## src/rtl/nlc_pkg.sv

```systemverilog
package nlc_pkg;

  localparam int NLC_DIRS  = 4;
  localparam int NLC_SEL_W = 3;

  localparam int DIR_N = 0;
  localparam int DIR_E = 1;
  localparam int DIR_S = 2;
  localparam int DIR_W = 3;

  typedef enum logic [NLC_SEL_W-1:0] {
    SRC_N_F = 3'd0,
    SRC_N_G = 3'd1,
    SRC_E_F = 3'd2,
    SRC_E_G = 3'd3,
    SRC_S_G = 3'd4,
    SRC_S_F = 3'd5,
    SRC_W_F = 3'd6,
    SRC_W_G = 3'd7
  } src_code_e;

  function automatic logic [1:0] src_side(input logic [NLC_SEL_W-1:0] code);
    logic [1:0] side;
    case (src_code_e'(code))
      SRC_N_F, SRC_N_G: side = 2'(DIR_N);
      SRC_E_F, SRC_E_G: side = 2'(DIR_E);
      SRC_S_G, SRC_S_F: side = 2'(DIR_S);
      default:          side = 2'(DIR_W);
    endcase
    return side;
  endfunction

  function automatic logic src_is_g(input logic [NLC_SEL_W-1:0] code);
    logic is_g;
    case (src_code_e'(code))
      SRC_N_G, SRC_E_G, SRC_S_G, SRC_W_G: is_g = 1'b1;
      default:                            is_g = 1'b0;
    endcase
    return is_g;
  endfunction

endpackage

```

## src/rtl/nlc_cfg_chain.sv

```systemverilog
module nlc_cfg_chain #(
  parameter int CFG_BITS = 44
) (
  input  logic                clk,
  input  logic                rst_n,
  input  logic                shift_en,
  input  logic                bit_in,
  output logic                bit_out,
  output logic [CFG_BITS-1:0] cfg
);

  logic [CFG_BITS-1:0] chain_q;

  always_ff @(posedge clk or negedge rst_n) begin
    if (!rst_n) begin
      chain_q <= '0;
    end else if (shift_en) begin
      chain_q <= {chain_q[CFG_BITS-2:0], bit_in};
    end
  end

  assign cfg     = chain_q;
  assign bit_out = chain_q[CFG_BITS-1];

  // a shift captures the serial input at the bottom of the chain
  p_shift_in_r2: assert property (@(posedge clk) disable iff (!rst_n)
    shift_en |=> (chain_q[0] == $past(bit_in)));

  // the outgoing bit is the one that sat one place below last cycle
  p_shift_out_r2: assert property (@(posedge clk) disable iff (!rst_n)
    shift_en |=> (bit_out == $past(chain_q[CFG_BITS-2])));

  // no shift, no change
  p_hold_r3: assert property (@(posedge clk) disable iff (!rst_n)
    !shift_en |=> $stable(chain_q));

endmodule

```

## src/rtl/nlc_edge_guard.sv

```systemverilog
module nlc_edge_guard
  import nlc_pkg::*;
#(
  parameter logic [NLC_DIRS-1:0] EDGE_MASK = '0
) (
  input  logic [NLC_DIRS-1:0] f_in,
  input  logic [NLC_DIRS-1:0] g_in,
  output logic [NLC_DIRS-1:0] f_o,
  output logic [NLC_DIRS-1:0] g_o
);

  for (genvar d = 0; d < NLC_DIRS; d++) begin : g_side
    if (EDGE_MASK[d]) begin : g_absent
      assign f_o[d] = 1'b0;
      assign g_o[d] = 1'b0;
    end else begin : g_present
      assign f_o[d] = f_in[d];
      assign g_o[d] = g_in[d];
    end
  end

endmodule

```

## src/rtl/nlc_src_mux.sv

```systemverilog
module nlc_src_mux
  import nlc_pkg::*;
(
  input  logic [NLC_SEL_W-1:0] code,
  input  logic [NLC_DIRS-1:0]  side_f,
  input  logic [NLC_DIRS-1:0]  side_g,
  output logic                 sel_o
);

  logic [1:0] side;
  logic       want_g;

  always_comb begin
    side   = src_side(code);
    want_g = src_is_g(code);
    sel_o  = want_g ? side_g[side] : side_f[side];
  end

endmodule

```

## src/rtl/nlc_lut.sv

```systemverilog
module nlc_lut #(
  parameter int K = 4,
  localparam int ROWS = 1 << K
) (
  input  logic            clk,
  input  logic            rst_n,
  input  logic [ROWS-1:0] table_bits,
  input  logic [K-1:0]    idx,
  output logic            y
);

  assign y = table_bits[idx];

  // an all-zero table yields 0 for every index
  p_zero_table_r6: assert property (@(posedge clk) disable iff (!rst_n)
    (table_bits == '0) |-> (y == 1'b0));

endmodule

```

## src/rtl/nbr_logic_cell.sv

```systemverilog
module nbr_logic_cell
  import nlc_pkg::*;
#(
  parameter int                  LUT_K     = 4,
  parameter logic [NLC_DIRS-1:0] EDGE_MASK = '0
) (
  input  logic                clk,
  input  logic                rst_n,
  input  logic                cfg_shift,
  input  logic                cfg_bit,
  output logic                cfg_next,
  input  logic [NLC_DIRS-1:0] nbr_f,
  input  logic [NLC_DIRS-1:0] nbr_g,
  output logic                f_out,
  output logic                g_out
);

  localparam int TT_BITS  = 1 << LUT_K;
  localparam int SEL_BITS = LUT_K * NLC_SEL_W;
  localparam int CFG_BITS = SEL_BITS + 2 * TT_BITS;

  logic [CFG_BITS-1:0] cfg;
  logic [NLC_DIRS-1:0] side_f, side_g;
  logic [LUT_K-1:0]    lut_in;
  logic [TT_BITS-1:0]  f_table, g_table;

  nlc_cfg_chain #(.CFG_BITS(CFG_BITS)) u_chain (
    .clk      (clk),
    .rst_n    (rst_n),
    .shift_en (cfg_shift),
    .bit_in   (cfg_bit),
    .bit_out  (cfg_next),
    .cfg      (cfg)
  );

  nlc_edge_guard #(.EDGE_MASK(EDGE_MASK)) u_edge (
    .f_in (nbr_f),
    .g_in (nbr_g),
    .f_o  (side_f),
    .g_o  (side_g)
  );

  // selector fields sit at the top of the chain, input 1 first in
  for (genvar k = 0; k < LUT_K; k++) begin : g_input
    logic [NLC_SEL_W-1:0] code_k;
    assign code_k = cfg[CFG_BITS-1-k*NLC_SEL_W -: NLC_SEL_W];

    nlc_src_mux u_mux (
      .code   (code_k),
      .side_f (side_f),
      .side_g (side_g),
      .sel_o  (lut_in[k])
    );

    // a selector pointing at an absent side must deliver 0
    p_edge_zero_r9: assert property (@(posedge clk) disable iff (!rst_n)
      EDGE_MASK[src_side(code_k)] |-> (lut_in[k] == 1'b0));
  end

  assign f_table = cfg[2*TT_BITS-1:TT_BITS];
  assign g_table = cfg[TT_BITS-1:0];

  nlc_lut #(.K(LUT_K)) u_lut_f (
    .clk        (clk),
    .rst_n      (rst_n),
    .table_bits (f_table),
    .idx        (lut_in),
    .y          (f_out)
  );

  nlc_lut #(.K(LUT_K)) u_lut_g (
    .clk        (clk),
    .rst_n      (rst_n),
    .table_bits (g_table),
    .idx        (lut_in),
    .y          (g_out)
  );

  // with configuration idle and neighbours steady, outputs stay put
  p_steady_r8: assert property (@(posedge clk) disable iff (!rst_n)
    ($past(!cfg_shift) && $stable(nbr_f) && $stable(nbr_g))
      |-> ($stable(f_out) && $stable(g_out)));

endmodule

```

## config.mk

```make
export PLATFORM = sky130hd
export DESIGN_NAME = nbr_logic_cell
export DESIGN_NICKNAME = d
export VERILOG_FILES = /design/src/rtl/nlc_pkg.sv /design/src/rtl/nlc_cfg_chain.sv /design/src/rtl/nlc_edge_guard.sv /design/src/rtl/nlc_src_mux.sv /design/src/rtl/nlc_lut.sv /design/src/rtl/nbr_logic_cell.sv
export SDC_FILE = /design/constraint.sdc
export NUM_CORES = 1
export LEC_CHECK = 0
export ABC_AREA = 1
export ABC_CLOCK_PERIOD_IN_PS = 1530
export CORE_ASPECT_RATIO = 1.75
export CORE_MARGIN = 2
export CORE_UTILIZATION = 50
export CTS_BUF_LIST = sky130_fd_sc_hd__clkbuf_8
export DETAILED_ROUTE_END_ITERATION = 16
export GPL_TIMING_DRIVEN = 0
export PLACE_DENSITY = 0.69
export SETUP_SLACK_MARGIN = 0.3
export SLEW_MARGIN = 20
export SYNTH_ARGS = -nofsm -noshare
export SYNTH_HDL_FRONTEND = slang
export SYNTH_SLANG_ARGS = --single-unit
```

## constraint.sdc

```tcl
create_clock -name clk -period 1.53 [get_ports clk]
set_input_delay 0.153 -clock clk [delete_from_list [all_inputs] [get_ports clk]]
set_output_delay 0.153 -clock clk [all_outputs]
set_load 0.02 [all_outputs]
```

-- Yosys cells after proc, flatten, opt, wreduce, memory -nomap -nowiden
Cells that the tools add are included.
- register bits: 44
- input port bits: 12
- word-level logic and storage cells: 82
- order comparisons: 5
- equal/unequal tests: 24
- mux-type cells: 32
- reductions and logical operators: 20
- operators with widths (operator ; number):
    $eq A3 B3 Y1 const B ; 12
    $eq A3 B2 Y1 const B ; 8
    $pmux W2 S3 ; 4
    $reduce_or A2 Y1 ; 12
    $mux W1 ; 18
    $bmux W1 S2 ; 8
    $reduce_or A4 Y1 ; 4
    $eq A3 B1 Y1 const B ; 4
    $logic_not A3 Y1 ; 4
    $lt A2 B3 Y1 const B ; 4
    $bmux W1 S4 ; 2
    $lt A4 B5 Y1 const B ; 1

-- Longest topological paths before layout
- word-level depth: 8
- gate-level depth with buffers: 11
- gate-level depth less buffers: 11

-- By module
A second synthesis with hierarchy kept.
- cell total of the unflattened synthesis: 367
- area total of the unflattened synthesis: 2593.7 um^2
- by module, submodules not included (module ; times used ; cells an instance ; area an instance (um^2) ; sequential area each (um^2)):
    nlc_cfg_chain ; 1 ; 187 ; 1773.0 ; 1101.1
    nlc_lut ; 2 ; 50 ; 230.2 ; 0.0
    nlc_src_mux ; 4 ; 18 ; 75.1 ; 0.0
    nlc_edge_guard ; 1 ; 8 ; 60.1 ; 0.0

-- Least setup slack after synthesis
OpenSTA, ideal clock, no wires.
- path type: register to output
- start: register u_chain.chain_q[41], in the netlist u_chain.cfg[41]
- end: output f_out
- arrival time: 1378 ps
- required time: 1377 ps
- path slack: -1 ps
- stages on the path, launching flop included: 11
- buffers on the path: 1
- path through: dfrtp_1 inv_2 nand2_1 nand3_1 nand3_4 buf_4 nand3_1 nand3_1 nand3_1 nand3_1 nand2_1
- longest elaborated chain between the ends: 8
- elaborated cells between the ends (all ways): 20
- those cells by class: eq/ne (6); mux (9); reduce/logical (5)
- ends and longest elaborated chain (item ; RTL line ; source):
    start, declared ; nlc_cfg_chain.sv:12 ; logic [CFG_BITS-1:0] chain_q;
    start signal, assigned ; nlc_cfg_chain.sv:18 ; chain_q <= {chain_q[CFG_BITS-2:0], bit_in};
    $eq A3 B3 Y1 (tied with other cells) ; nlc_pkg.sv:24 ; case (src_code_e'(code))
    $reduce_or A2 Y1 ; nlc_pkg.sv:24 ;
    $pmux W2 S3 ; nlc_pkg.sv:24 ;
    $bmux W1 S2 ; nlc_src_mux.sv:16 ; sel_o = want_g ? side_g[side] : side_f[side];
    $mux W1 (implied by the code) ; nlc_src_mux.sv:16 ;
    $mux W1 (*) ; nlc_src_mux.sv:16 ;
    $bmux W1 S4 (*) ; nlc_lut.sv:12 ; assign y = table_bits[idx];
    $mux W1 (implied by the code) (*) ; nlc_lut.sv:12 ;
    end, declared ; nbr_logic_cell.sv:14 ; output logic f_out,
Mark *: on every way between the ends. The rest lies on a longest branch, timed or not. The select of a mux whose other input is x is not followed.

-- Worst setup path after layout
Ends and elaborated chain as after synthesis.

==> results.ini <==
[pwr]
p_int_w=0.00227
clockPowerShare_pct=19.3
ir_drop_uv=982
seqPwrFrac_pct=40.4
leakagePower_nw=1.35
comb_power_share_pct=40.3
power_density_nw_per_um2=1310
p_sw_w=0.00140
switching_share_pct=38.2

[global_routing]
grt_usage_pct=23.8
grt_overflow=0
first_global_vias=2171
antenna_found_initial=0
grt_start_max_net_pins=25
grt_pass1_wl_um=9600

[hold_path]
hp-class=input pin to async pin

[placement]
numPortBuffers=13
routabilityCongestion=0.888
place_area_um2=2560
place_hpwl_um=4030
pre_cts_ws_ns=-0.995
dp_cells=379

[yosys]
avgSynthCellArea_um2=7.40
yosysTopAreaCell=dfrtp_1
yosys.area.top_type_share_pct=47.4
netlist_top_cells_count=nand2_1, nand3_1, inv_1, o21ai_0, dfrtp_1
ys_types=15
synth.most_common_cell=nand2_1
synth_top_cells_by_area=dfrtp_1, nand2_1, nand3_1, o21ai_0, inv_1
synth_seq_cells=44
synth_edf_count=0
async_reset_ff_share_pct=100
yosysSeqAreaShare_pct=47.4
ys_warn_count=0
syn_area_um2=2320
netlist_instances=314
ys.flop_type=dfrtp_1
synth_fp_nets=326

[floorplan]
coreArea_um2=4440
fp.dieH_um=94.2
row_count=32
initial_core_util_pct=52.3
die-width_um=55.5
dieArea_um2=5230
ioPinCount=15

[setup_path]
crit_fanout=6
setup.worst_path.end_class=output port
start_kind=flip-flop
crit_required_ns=1.38
criticalPathCategory=flip-flop to output port
cp.arrival_ns=1.89

[timing]
setup_slack_ns=-0.518
final_max_slew_viol_count=0
final-hold-violation-count=0
finClkSkew_ns=0.00987
fmax_mhz=488
max-slew-margin-rel_pct=64.7
setup_viol_count_final=2
worst_pin_slew_ns=0.530
period_needed_ns=2.05
fin_crit_sh_pct=134
rsz0062_at_grt=yes

[layout]
n_antenna_cell=0
nNetsFinal=355
largest_reg_flops=44
drive_gt1_share_pct=14.8
area_growth_pct=21.1
fillers=392
finish.instance_area_um2=2810
final_cells=395

[run_status]
violations=setup timing
status=complete, but fails checks

[route]
wl_per_cell_um=14.6
antenna_left=0
vias_per_cell=5.39
drc=0
first_iter_violations=69
firstDrtPassIters=4
routed_wl_um=5770
vias=2130

[flow_run]
maxCapViolations=0

[clock_tree]
clk_latency_ns=0.30
cts.sinks=44
cts_tree=yes
root_buffer=clkbuf_8
h-tree-depth=2
clkTransAtPathRegs_ns=0.09
numCtsBuffers=5
clk_path_buf_depth=2

## final timing paths
kind                              endpoint  cells past startpoint            start  slack, ns
setup / recovery                     f_out                     12  u_chain.cfg[41]      -0.52
min in group clk            u_chain.cfg[0]                      3          cfg_bit       0.42
hold reg to reg             u_chain.cfg[5]                      2   u_chain.cfg[4]       0.49
setup reg to reg           u_chain.cfg[35]                      2  u_chain.cfg[35]       0.71
max in group asynchronous  u_chain.cfg[35]                      3            rst_n       0.66
hold / removal             u_chain.cfg[17]                      2            rst_n       0.36
## metrics by stage
stage          util [%]  hold slack [ns]  total power [W]  setup TNS (ns)
3_5_place_dp       57.6            0.163          0.00270           -1.96
4_1_cts            61.9            0.377          0.00357          -0.935
3_3_place_gp       57.1            0.458          0.00267          -39.69
6_report           63.3            0.357          0.00367          -0.988
5_1_grt            63.3            0.411          0.00392           -1.18
2_1_floorplan         -           -0.143          0.00233               0
## worst max-delay path, cell delays in order (launching register included)
cell and delay, ns:
dfrtp_2 0.47, inv_4 0.10, nand2_2 0.06, nand3_2 0.08
nand3_4 0.13, nand2_8 0.13, buf_8 0.12, nand2_1 0.05
nand3_1 0.06, nand3_1 0.10, nand3_2 0.10, nand2_2 0.07
buf_6 0.13
## area by class of cell
class / instances / area, um^2 / area share [%]
flip-flops and latches: 44 / 1100 / 39.3
multi-input cells: 203 / 1030 / 36.7
repair buffers: 22 / 245 / 8.72
inverters: 54 / 208 / 7.38
plain buffers: 13 / 77.6 / 2.76
clock buffers: 5 / 68.8 / 2.45
well taps: 51 / 63.8 / 2.27
clock inverters: 3 / 12.5 / 0.445
## per-layer routing
metal  global-route usage, %  vias up  wire length [um]
met5                       0        -                 0
li1                        -     1058                 -
met3                    3.31       12               192
met1                    24.0     1007              2220
met4                    12.2        0               161
met2                    46.0       53              3190
## power groups by stage
stage | combinational [W] | clock, W | sequential, W
floorplan | 0.000858 | 0 | 0.00147
global placement | 0.00118 | 0 | 0.00150
detailed placement | 0.00120 | 0 | 0.00150
CTS | 0.00137 | 0.000713 | 0.00148
global route | 0.00165 | 0.000764 | 0.00151
finish | 0.00148 | 0.000709 | 0.00148
## cells by family (layout without fill, tap and decap cells)
| group | count (synthesis) | after routing | synth area share [%] |
|---|---|---|---|
| and+or+nand+nor | 143 | 143 | 28.2 |
| buffers and inverters | 67 | 97 | 11.5 |
| AOI/OAI and AO/OA | 60 | 60 | 12.9 |
| DFF | 44 | 44 | 47.4 |
## cells in the final DEF (no fill, tap or decap), drive strengths merged
cell | netlist | final
clkbuf | 10 | 15
a21oi | 9 | 9
nand2 | 83 | 83
nor2 | 1 | 1
clkinv | 0 | 1
o21ai | 51 | 51
nand3 | 59 | 59
dlygate4sd3 | 0 | 1
inv | 54 | 56
dfrtp | 44 | 44
clkdlybuf4s50 | 0 | 9
buf | 3 | 14
clkdlybuf4s15 | 0 | 1
## repair_timing
item / CTS / global route
setup buffers: 6 / 0
pin swaps: 4 / 4
hold buffers: 1 / 0
cloned: 1 / 0
gates resized for setup: 24 / 17
hold endpoints to repair: 20 / 0
setup endpoints to repair: 3 / 14
Note: power is estimated with default switching activity, not from simulation.
